`src/rtl/pwm_gen_pkg.sv`:
```
package pwm_gen_pkg;

   localparam int REG_ADDR_W  = 2;
   localparam int MODE_W      = 3;
   localparam int PRESC_SEL_W = 2;
   localparam int PRESC_CNT_W = 8;

   localparam logic [REG_ADDR_W-1:0] ADR_PERIOD = 2'd0;
   localparam logic [REG_ADDR_W-1:0] ADR_DBUF   = 2'd1;
   localparam logic [REG_ADDR_W-1:0] ADR_DACT   = 2'd2;
   localparam logic [REG_ADDR_W-1:0] ADR_CTRL   = 2'd3;

   localparam logic [MODE_W-1:0] MODE_PWM     = 3'b110;
   localparam logic [MODE_W-1:0] MODE_PWM_FLT = 3'b111;

   // control word layout, low bits first: mode, prescale select, enable, fault flag
   typedef struct packed {
      logic                   flt;
      logic                   en;
      logic [PRESC_SEL_W-1:0] sel;
      logic [MODE_W-1:0]      mode;
   } ctrl_t;

   localparam int CTRL_W = $bits(ctrl_t);

   // terminal value of the prescale counter for each select code
   function automatic logic [PRESC_CNT_W-1:0] presc_limit(input logic [PRESC_SEL_W-1:0] sel);
      case (sel)
         2'd0:    presc_limit = 8'd0;
         2'd1:    presc_limit = 8'd7;
         2'd2:    presc_limit = 8'd63;
         default: presc_limit = 8'd255;
      endcase
   endfunction

endpackage

```
`src/rtl/pwm_prescaler.sv`:
```
module pwm_prescaler
   import pwm_gen_pkg::*;
#(
   parameter bit USE_PRESCALE = 1'b1
)(
   input  logic                   clk,
   input  logic                   rst_n,
   input  logic                   run,
   input  logic [PRESC_SEL_W-1:0] sel,
   output logic                   tick
);

   generate
      if (USE_PRESCALE) begin : g_div
         logic [PRESC_CNT_W-1:0] pre_q;
         logic [PRESC_CNT_W-1:0] lim;

         assign lim  = presc_limit(sel);
         assign tick = run && (pre_q == lim);

         always_ff @(posedge clk or negedge rst_n) begin
            if (!rst_n)            pre_q <= '0;
            else if (!run || tick) pre_q <= '0;
            else                   pre_q <= pre_q + 1'b1;
         end

         // after a tick with a divide ratio above one, the next clock carries no tick
         p_tick_gap_r8: assert property (@(posedge clk) disable iff (!rst_n)
            (tick && lim != '0) |=> (!tick || lim == '0));
      end else begin : g_nodiv
         logic unused_sel;
         assign unused_sel = ^sel;
         assign tick       = run;
      end
   endgenerate

endmodule

```
`src/rtl/pwm_timebase.sv`:
```
module pwm_timebase #(
   parameter int CNT_W = 16
)(
   input  logic             clk,
   input  logic             rst_n,
   input  logic             run,
   input  logic             tick,
   input  logic [CNT_W-1:0] period,
   output logic [CNT_W-1:0] count,
   output logic             match
);

   logic [CNT_W-1:0] cnt_q;

   assign count = cnt_q;
   assign match = tick && (cnt_q == period);

   always_ff @(posedge clk or negedge rst_n) begin
      if (!rst_n)     cnt_q <= '0;
      else if (!run)  cnt_q <= '0;
      else if (match) cnt_q <= '0;
      else if (tick)  cnt_q <= cnt_q + 1'b1;
   end

   // the count returns to zero right after a period match
   p_wrap_r1: assert property (@(posedge clk) disable iff (!rst_n)
      match |=> (count == '0));

   // with the timebase running, the count moves only on a prescale tick
   p_hold_r8: assert property (@(posedge clk) disable iff (!rst_n)
      (run && !tick) |=> (count == $past(count)) || !run);

   // a stopped timebase sits at zero
   p_idle_r8: assert property (@(posedge clk) disable iff (!rst_n)
      !run |=> (count == '0) || run);

endmodule

```
`src/rtl/pwm_reg_bank.sv`:
```
module pwm_reg_bank
   import pwm_gen_pkg::*;
#(
   parameter int CNT_W = 16
)(
   input  logic                  clk,
   input  logic                  rst_n,
   input  logic                  wr_en,
   input  logic [REG_ADDR_W-1:0] wr_addr,
   input  logic [CNT_W-1:0]      wr_data,
   input  logic [REG_ADDR_W-1:0] rd_addr,
   output logic [CNT_W-1:0]      rd_data,
   input  logic                  match,
   input  logic                  fault_hit,
   output logic [CNT_W-1:0]      period,
   output logic [CNT_W-1:0]      duty_act,
   output ctrl_t                 ctrl,
   output logic                  pwm_mode
);

   logic [CNT_W-1:0] period_q;
   logic [CNT_W-1:0] dbuf_q;
   logic [CNT_W-1:0] dact_q;
   ctrl_t            ctrl_q;
   logic             wr_ctrl;
   logic             wr_dact;

   assign wr_ctrl  = wr_en && (wr_addr == ADR_CTRL);
   assign wr_dact  = wr_en && (wr_addr == ADR_DACT);
   assign pwm_mode = (ctrl_q.mode == MODE_PWM) || (ctrl_q.mode == MODE_PWM_FLT);
   assign period   = period_q;
   assign duty_act = dact_q;
   assign ctrl     = ctrl_q;

   always_ff @(posedge clk or negedge rst_n) begin
      if (!rst_n) begin
         period_q <= '0;
         dbuf_q   <= '0;
      end else if (wr_en) begin
         if (wr_addr == ADR_PERIOD) period_q <= wr_data;
         if (wr_addr == ADR_DBUF)   dbuf_q   <= wr_data;
      end
   end

   // active duty: loaded from the buffer at a period match, otherwise writable only outside PWM modes
   always_ff @(posedge clk or negedge rst_n) begin
      if (!rst_n)                    dact_q <= '0;
      else if (match)                dact_q <= dbuf_q;
      else if (wr_dact && !pwm_mode) dact_q <= wr_data;
   end

   always_ff @(posedge clk or negedge rst_n) begin
      if (!rst_n) begin
         ctrl_q <= '0;
      end else begin
         if (wr_ctrl) begin
            ctrl_q.mode <= wr_data[MODE_W-1:0];
            ctrl_q.sel  <= wr_data[MODE_W +: PRESC_SEL_W];
            ctrl_q.en   <= wr_data[MODE_W+PRESC_SEL_W];
         end
         if (fault_hit)    ctrl_q.flt <= 1'b1;
         else if (wr_ctrl) ctrl_q.flt <= 1'b0;
      end
   end

   always_comb begin
      rd_data = '0;
      case (rd_addr)
         ADR_PERIOD: rd_data = period_q;
         ADR_DBUF:   rd_data = dbuf_q;
         ADR_DACT:   rd_data = dact_q;
         default:    rd_data[CTRL_W-1:0] = ctrl_q;
      endcase
   end

   // in a PWM mode the active duty changes only at a period match
   p_dact_hold_r3: assert property (@(posedge clk) disable iff (!rst_n)
      (pwm_mode && !match) |=> $stable(duty_act));

   // a write to the active duty in a PWM mode leaves it unchanged
   p_dact_ro_r4: assert property (@(posedge clk) disable iff (!rst_n)
      (pwm_mode && wr_dact && !match) |=> (duty_act == $past(duty_act)));

   // the fault flag never drops without a control write
   p_flt_sticky_r10: assert property (@(posedge clk) disable iff (!rst_n)
      (ctrl.flt && !wr_ctrl) |=> ctrl.flt);

endmodule

```
`src/rtl/pwm_gen_top.sv`:
```
module pwm_gen_top
   import pwm_gen_pkg::*;
#(
   parameter int CNT_W        = 16,
   parameter int FAULT_SYNC   = 0,
   parameter bit USE_PRESCALE = 1'b1
)(
   input  logic                  clk,
   input  logic                  rst_n,
   input  logic                  wr_en,
   input  logic [REG_ADDR_W-1:0] wr_addr,
   input  logic [CNT_W-1:0]      wr_data,
   input  logic [REG_ADDR_W-1:0] rd_addr,
   output logic [CNT_W-1:0]      rd_data,
   input  logic                  fault_in,
   output logic                  pwm_out,
   output logic                  period_irq
);

   generate
      if (CNT_W < CTRL_W) begin : g_bad_width
         $error("CNT_W must hold the control word");
      end
      if (FAULT_SYNC < 0 || FAULT_SYNC > 4) begin : g_bad_sync
         $error("FAULT_SYNC must lie in 0..4");
      end
   endgenerate

   logic [CNT_W-1:0] period;
   logic [CNT_W-1:0] duty_act;
   logic [CNT_W-1:0] count;
   ctrl_t            ctrl;
   logic             pwm_mode;
   logic             run;
   logic             tick;
   logic             match;
   logic             fault_s;
   logic             fault_hit;
   logic             irq_q;

   generate
      if (FAULT_SYNC == 0) begin : g_fault_direct
         assign fault_s = fault_in;
      end else begin : g_fault_sync
         logic [FAULT_SYNC-1:0] sync_q;
         always_ff @(posedge clk or negedge rst_n) begin
            if (!rst_n) sync_q <= '0;
            else        sync_q <= {sync_q[FAULT_SYNC-1:0], fault_in} >> 0;
         end
         assign fault_s = sync_q[FAULT_SYNC-1];
      end
   endgenerate

   assign run       = pwm_mode && ctrl.en;
   assign fault_hit = (ctrl.mode == MODE_PWM_FLT) && fault_s;

   pwm_reg_bank #(.CNT_W(CNT_W)) regs_i (
      .clk       (clk),
      .rst_n     (rst_n),
      .wr_en     (wr_en),
      .wr_addr   (wr_addr),
      .wr_data   (wr_data),
      .rd_addr   (rd_addr),
      .rd_data   (rd_data),
      .match     (match),
      .fault_hit (fault_hit),
      .period    (period),
      .duty_act  (duty_act),
      .ctrl      (ctrl),
      .pwm_mode  (pwm_mode)
   );

   pwm_prescaler #(.USE_PRESCALE(USE_PRESCALE)) presc_i (
      .clk   (clk),
      .rst_n (rst_n),
      .run   (run),
      .sel   (ctrl.sel),
      .tick  (tick)
   );

   pwm_timebase #(.CNT_W(CNT_W)) tb_i (
      .clk    (clk),
      .rst_n  (rst_n),
      .run    (run),
      .tick   (tick),
      .period (period),
      .count  (count),
      .match  (match)
   );

   always_ff @(posedge clk or negedge rst_n) begin
      if (!rst_n) irq_q <= 1'b0;
      else        irq_q <= match;
   end

   assign period_irq = irq_q;
   assign pwm_out    = run && !ctrl.flt && !fault_hit && (count < duty_act);

   // outside the PWM modes the pin is low
   p_off_low_r11: assert property (@(posedge clk) disable iff (!rst_n)
      !pwm_mode |-> !pwm_out);

   // a latched fault keeps the pin low
   p_fault_low_r10: assert property (@(posedge clk) disable iff (!rst_n)
      ctrl.flt |-> !pwm_out);

   // the interrupt pulse falls on the first count of a period
   p_irq_start_r9: assert property (@(posedge clk) disable iff (!rst_n)
      period_irq |-> (count == '0));

   // a duty above the period holds the pin high while running fault-free
   p_full_r6: assert property (@(posedge clk) disable iff (!rst_n)
      (run && !ctrl.flt && !fault_hit && duty_act > period) |-> pwm_out);

   // a zero duty never lets the pin rise
   p_zero_r5: assert property (@(posedge clk) disable iff (!rst_n)
      (duty_act == '0) |-> !pwm_out);

endmodule

```
`config.mk`:
```
export PLATFORM = sky130hd
export DESIGN_NAME = pwm_gen_top
export DESIGN_NICKNAME = d
export VERILOG_FILES = /design/src/rtl/pwm_gen_pkg.sv /design/src/rtl/pwm_prescaler.sv /design/src/rtl/pwm_timebase.sv /design/src/rtl/pwm_reg_bank.sv /design/src/rtl/pwm_gen_top.sv
export SDC_FILE = /design/constraint.sdc
export NUM_CORES = 1
export LEC_CHECK = 0
export BUFFER_PORTS_ARGS = -buffer_cell sky130_fd_sc_hd__buf_2
export CORE_ASPECT_RATIO = 1.5
export CORE_MARGIN = 4
export CORE_UTILIZATION = 32
export CTS_BUF_LIST = sky130_fd_sc_hd__clkbuf_4 sky130_fd_sc_hd__clkbuf_8
export DETAILED_ROUTE_END_ITERATION = 10
export HOLD_SLACK_MARGIN = 0.02
export SLEW_MARGIN = 40
export SYNTH_ARGS = -nofsm -noshare
export SYNTH_HDL_FRONTEND = slang
export SYNTH_HIERARCHICAL = 1
export SYNTH_SLANG_ARGS = --single-unit
```
`constraint.sdc`:
```
create_clock -name clk -period 2.6 [get_ports clk]
set_input_delay 0.13 -clock clk [delete_from_list [all_inputs] [get_ports clk]]
set_output_delay 0.13 -clock clk [all_outputs]
set_load 0.1 [all_outputs]
```
==> results.yml <==
status:
  outcome: "finished, final reports clean"
drt:
  wire_per_inst_um: 18.45
  firstDrtPassIters: 4
  drt-initial-drc-count: 137
  avgViaCountPerCell: 5.383
  ant_nets: 0
  remaining_drc_errors: 0
  wirelength_um: 11130
  via_count: 3246
clock_tree:
  clk_pin_slew_ps: 90
  cts_made_buffers: 9
  h-tree-depth: 3
  cts_tree: "done"
  clk-insertion-delay-late_ps: 370
  root_buffer: "clkbuf_8"
  clock-sinks: 80
  clockBufferDepth: 2
global_routing:
  grt_max_degree: 81
  grtUsageTotal_pct: 14.86
  antenna_found_initial: 0
  overflow: 0
  grt_pass1_wl_um: 18590
  grt_pass1_vias: 3527
sta:
  slew_headroom_pct: 56.51
  fmax_mhz: 404.1
  timing.final.crit_share_pct: 95.19
  worst_slack_ps: 125.1
  maxSlewViolCount: 0
  tightest_slew_ps: 652.4
  period_minus_slack_ps: 2475
  finClkSkew_ps: 15.88
  rsz0062_at_grt: "false"
  hold_viol: 0
  finalSetupViolCount: 0
die:
  pin_count: 42
  die_area_sq_um: 15870
  die_y_um: 152.3
  num_rows: 52
  design.core.area_sq_um: 13530
  start_util_pct: 32.83
  fp.dieW_um: 104.2
logic_synthesis:
  synth_top_area_cell: "dfrtp_1"
  synth_seq_cells: 80
  synth_area_per_cell_sq_um: 11.82
  async_reset_ff_share_pct: 100.0
  synthesis.nets: 417
  synth-main-ff-cell: "dfrtp_1"
  synth_edf_count: 0
  synth_cell_types: 52
  syn_inst: 376
  synthTopCellsByArea: "dfrtp_1 45%, mux2_2 9.6%, ha_1 4.8%, xnor2_1 4.5%, o221a_2 4.1%"
  synth_top_area_share_pct: 45.06
  synth_area_sq_um: 4443
  ys_seq_area_share_pct: 45.06
  ys_warn_count: 6
worst_setup_path:
  cp-start-kind: "flop"
  path_depth: 6
  crit_path_max_incr_delay_ps: 480
  critPathBufInv: 1
  critPathTopFamily: "compound AO/OA/AOI/OAI gates"
  arrival_ps: 2340
  path_cells: "ha_1 > a211o_1 > a21oi_2 > o31ai_1 > a211oi_2 > buf_4"
  worstRegToRegCells: 8
  critPathRequiredTime_ps: 2470
  cp_max_fo: 6
  worstSetupPathType: "flop to output pin"
  critPathCaptureType: "output pin"
  critPathSlowestCell: "dfrtp_1"
pwr:
  power_leakage_nw: 2.267
  max-vdd-ir-drop_mv: 0.4615
  power.density_nw_per_um2: 724.4
placed_design:
  dp_hpwl_um: 8065
  port_buffers: 41
  place_area_sq_um: 4860
  place_ws_ps: 104.7
  place.gp.congestion: 0.7935
  placed_cells_incl_taps: 578
hold_path:
  hold_depth: 2
  hold_class: "primary input to flop"
final_layout:
  diodes: 0
  layout_common_cells: "79 x dfrtp_1, 39 x buf_2, 38 x mux2_2"
  mostFrequentLayoutCell: "dfrtp_1"
  syn2layout_area_growth_pct: 16.78
  final_nets: 477
  final_cell_area_sq_um: 5189
  drive_above_1_share_pct: 33.79
  fillers: 1345
  stdcell_count: 603
flow_run:
  drv_cap: 0
## metal layers
layer  wire length [um]  up-vias  track usage, %
met1               4525     1663           17.19
met5                  0        -               0
met4                258        0           6.591
met3                337       14           3.052
li1                   -     1513               -
met2               6007       56           26.36
## sequential cells by signal, indices dropped and copies added (netlist names)
name                 cells
period_irq               1
presc_i/g_div.pre_q      8
regs_i/ctrl              7
regs_i/dbuf_q           16
regs_i/duty_act         16
regs_i/period           16
tb_i/count              16
## cell families after synthesis
kind of cell,after synthesis,synth area share (%)
simple gates,102,13.69
flops,80,45.06
compound gates,63,11.88
mux,54,15.21
xor+xnor,31,6.111
buf+inv,29,3.266
fa+ha+maj,17,4.787
## final cells by class
| type | instances | area [sq um] | share of cell area (%) |
|---|---|---|---|
| inverter | 18 | 67.56 | 1.302 |
| tap | 162 | 202.7 | 3.906 |
| sequential | 80 | 2003 | 38.61 |
| clock inverter | 6 | 90.09 | 1.736 |
| timing repair buffer | 60 | 379.1 | 7.306 |
| multi-input combinational | 267 | 2308 | 44.49 |
| clock buffer | 10 | 137.6 | 2.653 |
## power by group
part	internal [W]	switching (W)	leakage (nW)
clock	0.000570	0.000473	0.113
combinational	0.000398	0.000723	1.17
sequential	0.00142	0.000170	0.986
total	0.00239	0.00137	2.27
## synthesized netlist by cell type (2+ instances only)
library cell and instances:
dfrtp_1 80, mux2_2 38, xnor2_1 23, inv_1 18, nand2_1 18, ha_1 17, nand2b_1 17, nor2_1 16
o221a_2 16, nand4_1 13, o21ai_0 12, mux2i_1 9, nand3_1 9, a21oi_1 8, xor2_1 8, mux4_2 7
a211oi_1 6, and3_1 4, buf_6 4, clkbuf_1 4, a21o_1 3, and2_1 3, and4_1 3, or3_1 3
a211o_1 2, a21oi_2 2, a31o_2 2, and4_2 2, buf_2 2, nand4b_1 2, nor2b_1 2, nor3_1 2
o21a_1 2
## timing repair
item,4_1_cts,5_1_grt
endpoints found under the setup margin,1,2
hold buffers,8,0
endpoints found under the hold margin,93,0
setup buffers,0,1
resized for setup,1,2
pin swaps,0,1
## path summary, 6_finish.rpt
check / start / end / slack, ps
worst max register to register: regs_i/ctrl[4] / tb_i/count[14] / 130
worst min register to register: regs_i/dbuf_q[3] / regs_i/dbuf_q[3] / 530
min in group asynchronous: rst_n / regs_i/dbuf_q[1] / 350
worst min-delay path: wr_data[2] / regs_i/dbuf_q[2] / 40
max in group asynchronous: rst_n / regs_i/ctrl[4] / 1790
worst max-delay path: tb_i/count[5] / pwm_out / 130
## through the flow
stage	TNS (ps)	total power [W]	util (%)	hold slack (ps)
6_report	0	0.003759	38.34	38.14
5_1_grt	0	0.003952	38.34	23.61
4_1_cts	0	0.003804	38.20	21.59
3_5_place_dp	0	0.002737	35.91	230.0
3_3_place_gp	0	0.002714	35.88	362.4
2_1_floorplan	-67.68	0.002472	-	-165.6
No activity file was read; power rests on OpenSTA's default activity.
